--- config.mk ---
export PLATFORM = sky130hd
export DESIGN_NAME = rtc_trim_prescaler
export DESIGN_NICKNAME = d
export VERILOG_FILES = /design/src/rtl/rtc_trim_pkg.sv /design/src/rtl/rtc_trim_decode.sv /design/src/rtl/rtc_trim_window.sv /design/src/rtl/rtc_trim_divider.sv /design/src/rtl/rtc_trim_prescaler.sv
export SDC_FILE = /design/constraint.sdc
export NUM_CORES = 1
export LEC_CHECK = 0
export CORE_MARGIN = 2
export CORE_UTILIZATION = 25
export CTS_BUF_LIST = sky130_fd_sc_hd__clkbuf_4 sky130_fd_sc_hd__clkbuf_8
export CTS_CLUSTER_SIZE = 10
export DETAILED_ROUTE_END_ITERATION = 10
export PLACE_DENSITY = 0.4
export SLEW_MARGIN = 20
export SYNTH_ARGS = -nofsm -noshare
export SYNTH_HDL_FRONTEND = slang
export SYNTH_SLANG_ARGS = --single-unit
--- constraint.sdc ---
create_clock -name clk -period 3.8 [get_ports clk]
set_input_delay 0.57 -clock clk [delete_from_list [all_inputs] [get_ports clk]]
set_output_delay 0.57 -clock clk [all_outputs]
set_load 0.02 [all_outputs]
--- src/rtl/rtc_trim_pkg.sv ---
// Shared types and trim decoding for the seconds prescaler.
// Assumes an 8-bit trim word: mode bit, direction bit, 6-bit offset-coded field.
package rtc_trim_pkg;

    typedef struct packed {
        logic       mode;   // bit 7: fine window or alternate crystal
        logic       dec;    // bit 6: lengthen instead of shorten
        logic [5:0] field;  // bits 5:0: offset-coded step count
    } trim_t;

    typedef struct packed {
        logic       neg;    // 1: lengthen the last second
        logic [5:0] mag;    // step count, 0..62
    } steps_t;

    // Convert a trim word into a direction and a step magnitude.
    function automatic steps_t trim_steps(input trim_t t);
        steps_t s;
        s = '0;
        if (t.field[5:1] != 5'd0) begin
            if (!t.dec) begin
                s.neg = 1'b0;
                s.mag = t.field - 6'd1;
            end else begin
                s.neg = 1'b1;
                s.mag = (~t.field) + 6'd1;
            end
        end
        return s;
    endfunction

endpackage

--- src/rtl/rtc_trim_decode.sv ---
// Turns the active trim word into the base modulus, the window length and
// the shorten/lengthen counts. It is purely combinational. It assumes
// OSC_HZ and ALT_HZ each exceed 62*STEP_CNT+1.
module rtc_trim_decode
    import rtc_trim_pkg::*;
#(
    parameter int OSC_HZ      = 32768,
    parameter int ALT_HZ      = 32000,
    parameter int WIN_SECS    = 20,
    parameter int FINE_MULT   = 3,
    parameter int STEP_CNT    = 2,
    parameter bit CRYSTAL_SEL = 1'b0,
    parameter int CNT_W       = 16,
    parameter int ADJ_W       = 7,
    parameter int SEC_W       = 6
) (
    input  trim_t             trim,
    output logic [CNT_W-1:0]  base_mod,
    output logic [SEC_W-1:0]  win_len,
    output logic [ADJ_W-1:0]  shorten_cnt,
    output logic [ADJ_W-1:0]  lengthen_cnt
);

    steps_t             st;
    logic [ADJ_W-1:0]   adj_cnt;

    // Step count scaled to oscillator counts.
    always_comb begin
        st      = trim_steps(trim);
        adj_cnt = ADJ_W'(st.mag) * ADJ_W'(STEP_CNT);
        shorten_cnt  = st.neg ? '0 : adj_cnt;
        lengthen_cnt = st.neg ? adj_cnt : '0;
    end

    // The build variant decides what the mode bit means.
    generate
        if (CRYSTAL_SEL) begin : g_xtal
            assign base_mod = trim.mode ? CNT_W'(ALT_HZ) : CNT_W'(OSC_HZ);
            assign win_len  = SEC_W'(WIN_SECS);
        end else begin : g_fine
            assign base_mod = CNT_W'(OSC_HZ);
            assign win_len  = trim.mode ? SEC_W'(WIN_SECS * FINE_MULT)
                                        : SEC_W'(WIN_SECS);
        end
    endgenerate

endmodule

--- src/rtl/rtc_trim_window.sv ---
// Counts seconds inside the adjustment window. It flags the last second
// and moves the staged trim into the active trim at each window boundary.
// It assumes wrap pulses once per completed second.
module rtc_trim_window
    import rtc_trim_pkg::*;
#(
    parameter int SEC_W = 6
) (
    input  logic              clk,
    input  logic              rst_n,
    input  logic              wrap,
    input  trim_t             staged_trim,
    input  logic [SEC_W-1:0]  win_len,
    output trim_t             active_trim,
    output logic              last_sec
);

    logic [SEC_W-1:0] sec_q;

    assign last_sec = (sec_q == win_len - SEC_W'(1));

    // Advance the second index; at the boundary restart and load the trim.
    always_ff @(posedge clk) begin
        if (!rst_n) begin
            sec_q       <= '0;
            active_trim <= '0;
        end else if (wrap) begin
            if (last_sec) begin
                sec_q       <= '0;
                active_trim <= staged_trim;
            end else begin
                sec_q <= sec_q + SEC_W'(1);
            end
        end
    end

    AST_SEC_BOUND: assert property (@(posedge clk) disable iff (!rst_n)
        sec_q < win_len);
    AST_ACTIVE_HOLD: assert property (@(posedge clk) disable iff (!rst_n)
        !wrap |=> $stable(active_trim));

endmodule

--- src/rtl/rtc_trim_divider.sv ---
// Counts oscillator enables up to a per-second modulus. The modulus is
// the base value, adjusted by the trim counts in the last second of a
// window. It flags the wrap and registers a one-cycle tick.
module rtc_trim_divider #(
    parameter int CNT_W = 16,
    parameter int ADJ_W = 7
) (
    input  logic              clk,
    input  logic              rst_n,
    input  logic              osc_en,
    input  logic [CNT_W-1:0]  base_mod,
    input  logic [ADJ_W-1:0]  shorten_cnt,
    input  logic [ADJ_W-1:0]  lengthen_cnt,
    input  logic              last_sec,
    output logic              wrap,
    output logic              tick
);

    logic [CNT_W-1:0] cnt_q;
    logic [CNT_W-1:0] mod_len;

    // Length of the current second in oscillator counts.
    always_comb begin
        mod_len = base_mod;
        if (last_sec)
            mod_len = base_mod + CNT_W'(lengthen_cnt) - CNT_W'(shorten_cnt);
    end

    assign wrap = osc_en && (cnt_q == mod_len - CNT_W'(1));

    // Oscillator count within the second, plus the registered tick.
    always_ff @(posedge clk) begin
        if (!rst_n) begin
            cnt_q <= '0;
            tick  <= 1'b0;
        end else begin
            tick <= wrap;
            if (wrap)
                cnt_q <= '0;
            else if (osc_en)
                cnt_q <= cnt_q + CNT_W'(1);
        end
    end

    AST_TICK_PULSE: assert property (@(posedge clk) disable iff (!rst_n)
        tick |=> !tick);
    AST_CNT_IN_RANGE: assert property (@(posedge clk) disable iff (!rst_n)
        cnt_q < mod_len);

endmodule

--- src/rtl/rtc_trim_prescaler.sv ---
// Top of the trimmed seconds prescaler. It stages trim writes, tracks
// the adjustment window and divides the oscillator enable to a seconds
// tick. It assumes osc_en is a single-cycle strobe at the crystal rate.
module rtc_trim_prescaler
    import rtc_trim_pkg::*;
#(
    parameter int OSC_HZ      = 32768,
    parameter int ALT_HZ      = 32000,
    parameter int WIN_SECS    = 20,
    parameter int FINE_MULT   = 3,
    parameter int STEP_CNT    = 2,
    parameter bit CRYSTAL_SEL = 1'b0
) (
    input  logic       clk,
    input  logic       rst_n,
    input  logic       osc_en,
    input  logic       trim_we,
    input  logic [7:0] trim_wdata,
    output logic       sec_tick
);

    localparam int MAX_ADJ = 62 * STEP_CNT;
    localparam int MAX_HZ  = (OSC_HZ > ALT_HZ) ? OSC_HZ : ALT_HZ;
    localparam int CNT_W   = $clog2(MAX_HZ + MAX_ADJ + 1);
    localparam int ADJ_W   = $clog2(MAX_ADJ + 1);
    localparam int SEC_W   = $clog2(WIN_SECS * FINE_MULT + 1);

    trim_t             staged_q;
    trim_t             active_trim;
    logic [CNT_W-1:0]  base_mod;
    logic [SEC_W-1:0]  win_len;
    logic [ADJ_W-1:0]  shorten_cnt;
    logic [ADJ_W-1:0]  lengthen_cnt;
    logic              last_sec;
    logic              wrap;

    // Staging register for software trim writes.
    always_ff @(posedge clk) begin
        if (!rst_n)
            staged_q <= '0;
        else if (trim_we)
            staged_q <= trim_t'(trim_wdata);
    end

    rtc_trim_decode #(
        .OSC_HZ(OSC_HZ), .ALT_HZ(ALT_HZ), .WIN_SECS(WIN_SECS),
        .FINE_MULT(FINE_MULT), .STEP_CNT(STEP_CNT),
        .CRYSTAL_SEL(CRYSTAL_SEL), .CNT_W(CNT_W), .ADJ_W(ADJ_W), .SEC_W(SEC_W)
    ) u_decode (
        .trim(active_trim), .base_mod(base_mod), .win_len(win_len),
        .shorten_cnt(shorten_cnt), .lengthen_cnt(lengthen_cnt)
    );

    rtc_trim_window #(.SEC_W(SEC_W)) u_window (
        .clk(clk), .rst_n(rst_n), .wrap(wrap), .staged_trim(staged_q),
        .win_len(win_len), .active_trim(active_trim), .last_sec(last_sec)
    );

    rtc_trim_divider #(.CNT_W(CNT_W), .ADJ_W(ADJ_W)) u_divider (
        .clk(clk), .rst_n(rst_n), .osc_en(osc_en), .base_mod(base_mod),
        .shorten_cnt(shorten_cnt), .lengthen_cnt(lengthen_cnt),
        .last_sec(last_sec), .wrap(wrap), .tick(sec_tick)
    );

    AST_NO_ADJ_ZONE: assert property (@(posedge clk) disable iff (!rst_n)
        (active_trim.field[5:1] == 5'd0) |->
            (shorten_cnt == '0 && lengthen_cnt == '0));
    AST_ONE_DIRECTION: assert property (@(posedge clk) disable iff (!rst_n)
        !(shorten_cnt != '0 && lengthen_cnt != '0));

endmodule

==> results of run 1 <==
==> worst min-delay path by stage <==
stage	start	endpoint	slack (ns)	cells past startpoint
floorplan	staged_q[0]	u_window.active_trim[0]	0.44	2
global placement	staged_q[7]	u_window.active_trim[7]	0.45	2
detailed placement	staged_q[7]	u_window.active_trim[7]	0.45	2
CTS	staged_q[7]	u_window.active_trim[7]	0.46	2
global route	staged_q[2]	u_window.active_trim[2]	0.49	2
finish	staged_q[7]	u_window.active_trim[7]	0.46	2
==> kinds of logic after synthesis <==
logic type,count (synthesis)
simple gates,155
compound gates,49
flops,39
xor+xnor,29
buf+inv,26
mux,22
fa+ha+maj,5
==> layout by cell type, fill, tap and decap left out, drive strengths merged, types with 2 or more instances in the layout <==
cell type      instances
a211oi                 3
o31a                   2
nor2                  40
and2b                  4
nor4                   6
o21a                   2
nand4                  5
o2111ai                5
or3                   10
and2                   5
and4                   2
nor2b                  2
clkbuf                 8
o211ai                 4
nand3                 16
nand2b                 2
mux2i                 22
buf                   17
clkdlybuf4s50         12
xnor2                 13
inv                    8
nor3                  13
xor2                  16
ha                     5
and4b                  2
o21ai                 10
dfxtp                 39
a21oi                  9
and3                   3
nand2                 39
o31ai                  3
==> worst register-to-register path: cells and delay by family, from the launching register on <==
family | cells | cell delay [ns]
flip-flops | 1 | 0.33
AND/OR/NAND/NOR | 4 | 1.44
AO/OA/AOI/OAI | 6 | 1.36
buffers and inverters | 1 | 0.07
adder cells (fa/ha/maj) | 1 | 0.30
==> synth_stat cells (2+ instances only) <==
| library cell | n |
|---|---|
| nor4_1 | 4 |
| o21ai_0 | 9 |
| and3_1 | 3 |
| and2b_1 | 3 |
| and4_1 | 2 |
| nor2_1 | 39 |
| xor2_1 | 16 |
| nor3_1 | 12 |
| ha_1 | 5 |
| or3_1 | 8 |
| o21a_1 | 2 |
| a21oi_1 | 8 |
| o31a_1 | 2 |
| and4b_1 | 2 |
| and2_1 | 4 |
| dfxtp_1 | 39 |
| inv_1 | 7 |
| buf_2 | 2 |
| o211ai_1 | 3 |
| nand2_1 | 39 |
| clkbuf_1 | 5 |
| buf_6 | 8 |
| o2111ai_1 | 3 |
| nand4_1 | 5 |
| mux2i_1 | 22 |
| o31ai_1 | 3 |
| nand2b_1 | 2 |
| a211oi_1 | 2 |
| nor2b_1 | 2 |
| nand3_1 | 16 |
| xnor2_1 | 13 |
==> flip-flops by register name, summed over array words and instances (netlist names) <==
| signal | count |
|---|---|
| u_window.sec_q | 6 |
| u_divider.tick | 1 |
| u_window.active_trim | 8 |
| u_divider.cnt_q | 16 |
| staged_q | 8 |
==> stage by stage <==
step	hold WS, ns	worst slack, ns	utilization [%]
2_1_floorplan	0.437	0.433	-
3_3_place_gp	0.454	0.120	28.3
3_5_place_dp	0.454	0.0188	28.3
4_1_cts	0.465	0.00643	29.3
5_1_grt	0.492	0.00375	30.2
6_report	0.462	0.250	30.2
==> power breakdown <==
group          total [mW]  leakage, nW  internal, mW  switching [mW]
Clock               0.317       0.0549         0.173           0.144
Combinational      0.0397        0.717        0.0208          0.0189
Sequential          0.421        0.316         0.416         0.00543
==> what timing repair did <==
item	in CTS	in global routing
resized for setup	0	8
buffers inserted	0	4
setup endpoints to repair	0	23
==> final cells by class <==
type / count / share of cell area (%)
Clock buffer: 8 / 3.30
Tap cell: 136 / 5.40
Sequential cell: 39 / 24.8
Inverter: 8 / 1.03
Multi-Input combinational cell: 261 / 57.6
Timing Repair Buffer: 29 / 7.86
==> layer usage <==
metal	vias to the layer above	wire, um	GRT usage, %
met1	1090	3300	15.9
met3	6	217	2.18
met2	29	2990	18.7
li1	1192	-	-
met5	-	0	0
met4	0	86	3.57
==> flow_metrics.env, run 1 <==
export IMPL_fin_tns_setup_ns=0
export IMPL_cp_buffers_inverters=1
export IMPL_worst_ep_required_time_ns=4.03
export IMPL_core_area_um2=10400
export IMPL_maxSlewHeadroom_pct=64.4
export IMPL_nets=361
export IMPL_crit_reg2reg_capture="u_window.sec_q[2]"
export IMPL_regArea_um2=781
export IMPL_crit_path_end_kind="flop"
export IMPL_ctsRootBufferMaster="clkbuf_8"
export IMPL_drv_cap=0
export IMPL_grt_pass1_wl_um=10800
export IMPL_cts_tree="done"
export IMPL_synth_xor_area_share_pct=9.42
export IMPL_drv_slew=0
export IMPL_power_density_nw_per_um2=247
export IMPL_n_antenna_cell=0
export IMPL_cp_common_cell="or3_1"
export IMPL_first_pass_iters=4
export IMPL_place_area_um2=2950
export IMPL_synth_edf_count=0
export IMPL_synth_compound_area_share_pct=14.8
export IMPL_remaining_drc_errors=0
export IMPL_worst_pin_slew_ns=0.531
export IMPL_crit_fanout=8
export IMPL_start_util_pct=25.9
export IMPL_hold_viol_final=0
export IMPL_cts_sinks=39
export IMPL_worstHoldPathType="reg -> reg"
export IMPL_fp_dieH_um=108
export IMPL_wl_um=6590
export IMPL_synthCells=325
export IMPL_fillers=1132
export IMPL_clk_latency_ns=0.30
export IMPL_drtAntennaViolNets=0
export IMPL_yosys_area_share_simple_pct=30.1
export IMPL_cp_start_kind="flop"
export IMPL_yosysUniqueCellTypes=66
export IMPL_setup_viol=0
export IMPL_ioPinCount=13
export IMPL_vias_per_cell=4.82
export IMPL_fin_worst_skew_ns=0.00690
export IMPL_die_area_um2=11600
export IMPL_path_delay_family="simple AND/OR/NAND/NOR gates"
export IMPL_slowest_stage="or4_1"
export IMPL_multi_input_area_um2=1820
export IMPL_critPathMaxStageDelay_ns=0.45
export IMPL_critPathKind="reg -> reg"
export IMPL_num_vias=2317
export IMPL_r2r_worst_path_cells=12
export IMPL_ff2ff_setup_slack_ns=0.25
export IMPL_synth_top_cell_area_share_pct=28.9
export IMPL_fin_cells=481
export IMPL_post_dp_hpwl_um=4770
export IMPL_placedCellCount=468
export IMPL_track_usage_pct=11.7
export IMPL_status="complete, no violations"
export IMPL_grt_max_degree=21
export IMPL_wire_per_inst_um=13.7
export IMPL_rows=37
export IMPL_finalPower_mw=0.778
export IMPL_hold_buffers=0
export IMPL_clk_transition_reported_paths_ns=0.08
export IMPL_critPathCapture="u_window.sec_q[2]"
export IMPL_port_buffers=12
export IMPL_grt_pass1_vias=2115
export IMPL_drive_gt1_share_pct=14.5
export IMPL_cp_num_cells=12
export IMPL_rsz0062_at_grt="false"
export IMPL_path_cells="inv_1 > ha_1 > or3_1 > o2111ai_1 > nand4_1 > a221oi_4 > o21ai_2 > or3_1 > a32oi_4 > o2111ai_4 > or4_1 > a21oi_1"
export IMPL_synth_top_family_by_area="simple AND/OR/NAND/NOR gates"
export IMPL_synth_top_area_cell="dfxtp_1"
export IMPL_syn_nets=342
export IMPL_period_share_pct=93.4
export IMPL_yosys_area_share_adder_pct=2.32
export IMPL_gp_congestion=0.773
export IMPL_die_w_um=108
export IMPL_yosys_warnings=0
export IMPL_avgSynthCellArea_um2=8.30
export IMPL_antenna_found_initial=0
export IMPL_async_flop_share_pct=0
export IMPL_clock_path_buffers=2
export IMPL_cts_buffers=5
export IMPL_drt_iter0_markers=110
export IMPL_leakagePower_nw=1.09
export IMPL_synth_mux_area_share_pct=8.16
export IMPL_h_tree_depth=2
export IMPL_final_area_um2=3150
export IMPL_crit_arrival_ns=3.78
export IMPL_netlist_area_um2=2700
export IMPL_peakVddDrop_uv=152
export IMPL_synth_top_flop_cell="dfxtp_1"
export IMPL_yosys_top_cells_area="dfxtp_1 29%, mux2i_1 8.2%, nand2_1 5.4%, nor2_1 5.4%, xor2_1 5.2%"
export IMPL_gr_total_overflow=0
export IMPL_worstSetupStartpoint="u_window.active_trim[0]"
export IMPL_ys_seq_area_share_pct=28.9
export IMPL_finalCriticalPeriod_ns=3.55
export IMPL_ys_ff_latch=39
export IMPL_synthToLayoutAreaGrowth_pct=16.8
export IMPL_reg2reg_from="u_window.active_trim[0]"
export IMPL_fmax_mhz=282
No activity file was read; power rests on OpenSTA's default activity.
==> run 2: changes to the inputs <==
==> constraint.sdc (replaced) <==
create_clock -name clk -period 3.8 [get_ports clk]
set_input_delay 0.57 -clock clk [delete_from_list [all_inputs] [get_ports clk]]
set_output_delay 0.57 -clock clk [all_outputs]
set_load 0.005 [all_outputs]
==> results of run 2 <==
No change in the layout: final DEF, timing and power equal those of run 1.
==> run 3: changes to the inputs <==
- RECOVER_POWER: default -> 50
==> flow_metrics.env, run 3 (synthesis results as in run 1) <==
export IMPL_ff2ff_setup_slack_ns=0.25
export IMPL_critPathCapture="u_window.sec_q[2]"
export IMPL_post_place_ws_ns=0.0188
export IMPL_cts_tree="done"
export IMPL_worst_pin_slew_ns=0.826
export IMPL_vias_per_cell=4.81
export IMPL_die_w_um=108
export IMPL_drv_cap=0
export IMPL_fmax_mhz=281
export IMPL_cp_start_kind="flop"
export IMPL_crit_reg2reg_capture="u_window.sec_q[2]"
export IMPL_grt_pass1_vias=2115
export IMPL_top_regs="u_divider.cnt_q x16, staged_q x8, u_window.active_trim x8"
export IMPL_die_area_um2=11600
export IMPL_ioPinCount=13
export IMPL_cts_sinks=39
export IMPL_seqPwrFrac_pct=54.2
export IMPL_gr_total_overflow=0
export IMPL_reg2reg_from="u_window.active_trim[0]"
export IMPL_cp_common_cell="or3_1"
export IMPL_fin_worst_skew_ns=0.00694
export IMPL_comb_power_share_pct=5.0
export IMPL_r2r_worst_path_cells=12
export IMPL_fillers=1134
export IMPL_worstSetupStartpoint="u_window.active_trim[0]"
export IMPL_hold_viol_final=0
export IMPL_num_vias=2312
export IMPL_holdWs_ns=0.462
export IMPL_final_cell_mix="39 x nand2_1, 39 x dfxtp_1, 38 x nor2_1, 22 x mux2i_1"
export IMPL_multi_input_area_um2=1820
export IMPL_nets=361
export IMPL_setup_viol=0
export IMPL_peakVddDrop_uv=152
export IMPL_clockPowerShare_pct=40.8
export IMPL_critPathKind="reg -> reg"
export IMPL_switching_power_mw=0.169
export IMPL_core_area_um2=10400
export IMPL_status="complete, no violations"
export IMPL_leakagePower_nw=1.09
export IMPL_cp_num_cells=12
export IMPL_clk_latency_ns=0.30
export IMPL_final_area_um2=3150
export IMPL_path_cells="inv_1 > ha_1 > or3_1 > o2111ai_1 > nand4_1 > a221oi_4 > o21ai_2 > or3_1 > a32oi_4 > o2111ai_4 > or4_1 > a21oi_1"
export IMPL_drv_slew=0
export IMPL_grt_pass1_wl_um=10800
export IMPL_drt_iter0_markers=110
export IMPL_wl_um=6570
export IMPL_fp_dieH_um=108
export IMPL_finalCriticalPeriod_ns=3.55
export IMPL_top_register="u_divider.cnt_q"
export IMPL_antenna_found_initial=0
export IMPL_clock_path_buffers=2
export IMPL_gp_congestion=0.773
export IMPL_finalWorstSetupSlack_ns=0.245
export IMPL_start_util_pct=25.9
export IMPL_crit_arrival_ns=3.78
export IMPL_remaining_drc_errors=0
export IMPL_drtAntennaViolNets=0
export IMPL_largest_reg_flops=16
export IMPL_n_antenna_cell=0
export IMPL_p_sw_share_pct=21.7
export IMPL_maxSlewHeadroom_pct=44.9
export IMPL_cts_buffers=5
export IMPL_drive_gt1_share_pct=14.2
export IMPL_place_area_um2=2950
export IMPL_grt_max_degree=21
export IMPL_internal_power_mw=0.609
export IMPL_worstHoldPathType="reg -> reg"
export IMPL_worst_ep_required_time_ns=4.02
export IMPL_synthToLayoutAreaGrowth_pct=16.7
export IMPL_path_delay_family="simple AND/OR/NAND/NOR gates"
export IMPL_slowest_stage="or4_1"
export IMPL_crit_fanout=8
export IMPL_regArea_um2=781
export IMPL_clk_transition_reported_paths_ns=0.08
export IMPL_wire_per_inst_um=13.7
export IMPL_power_density_nw_per_um2=247
export IMPL_cp_buffers_inverters=1
export IMPL_track_usage_pct=11.7
export IMPL_port_buffers=12
export IMPL_ctsRootBufferMaster="clkbuf_8"
export IMPL_first_pass_iters=4
export IMPL_finalPower_mw=0.777
export IMPL_post_dp_hpwl_um=4770
export IMPL_critPathMaxStageDelay_ns=0.45
export IMPL_crit_path_end_kind="flop"
export IMPL_fin_tns_setup_ns=0
export IMPL_period_share_pct=93.5
export IMPL_h_tree_depth=2
export IMPL_rows=37
==> run 3: changes by cell type in the layout (fill, tap and decap cells not counted) <==
cell	delta
clkbuf_1	+1
dlygate4sd3_1	+2
buf_4	-1
clkdlybuf4s50_1	-2
==> run 3: layer usage <==
layer,up-vias,GRT usage [%],part of all wire (%),routed length (um)
met3,6,2.18,3.0,195
met2,24,18.7,46,2990
li1,1195,-,-,-
met1,1087,15.9,50,3300
met5,-,0,0,0
met4,0,3.57,1.3,86
==> run 3: worst min path at each step <==
stage           startpoint                 endpoint  slack, ns  cells after the start
5_1_grt        staged_q[2]  u_window.active_trim[2]       0.49                      2
3_5_place_dp   staged_q[7]  u_window.active_trim[7]       0.45                      2
2_1_floorplan  staged_q[0]  u_window.active_trim[0]       0.44                      2
3_3_place_gp   staged_q[7]  u_window.active_trim[7]       0.45                      2
4_1_cts        staged_q[7]  u_window.active_trim[7]       0.46                      2
6_report       staged_q[7]  u_window.active_trim[7]       0.46                      2
==> run 3: worst min-delay path, delay by kind of cell (launching register included) <==
kind             cells  cell delay, ns
DFF                  1            0.31
muxes                1            0.05
and+or+nand+nor      1            0.05
==> run 3: area by class of cell <==
type	instances	share of cell area, %
repair buffers	29	7.75
flip-flops and latches	39	24.8
multi-input cells	261	57.7
clock buffers	8	3.30
well taps	136	5.41
inverters	8	1.03
==> run 3: power by group through the flow <==
stage	Combinational [mW]	Sequential (mW)	Clock, mW
global placement	0.0393	0.431	0
CTS	0.0404	0.421	0.331
detailed placement	0.0403	0.431	0
floorplan	0.0243	0.429	0
finish	0.0390	0.421	0.317
global route	0.0433	0.422	0.348
==> run 3: what timing repair did <==
item                                    CTS  global route
endpoints found under the setup margin    0            23
hold buffers                              0             0
resized for setup                         0             8
setup buffers                             0             4
==> run 3: stage by stage <==
| step | util [%] | std cells |
|---|---|---|
| 4_1_cts | 29.3 | 476 |
| 5_1_grt | 30.2 | 481 |
| 2_1_floorplan | - | 325 |
| 3_5_place_dp | 28.3 | 468 |
| 3_3_place_gp | 28.3 | 468 |
| 6_report | 30.2 | 481 |
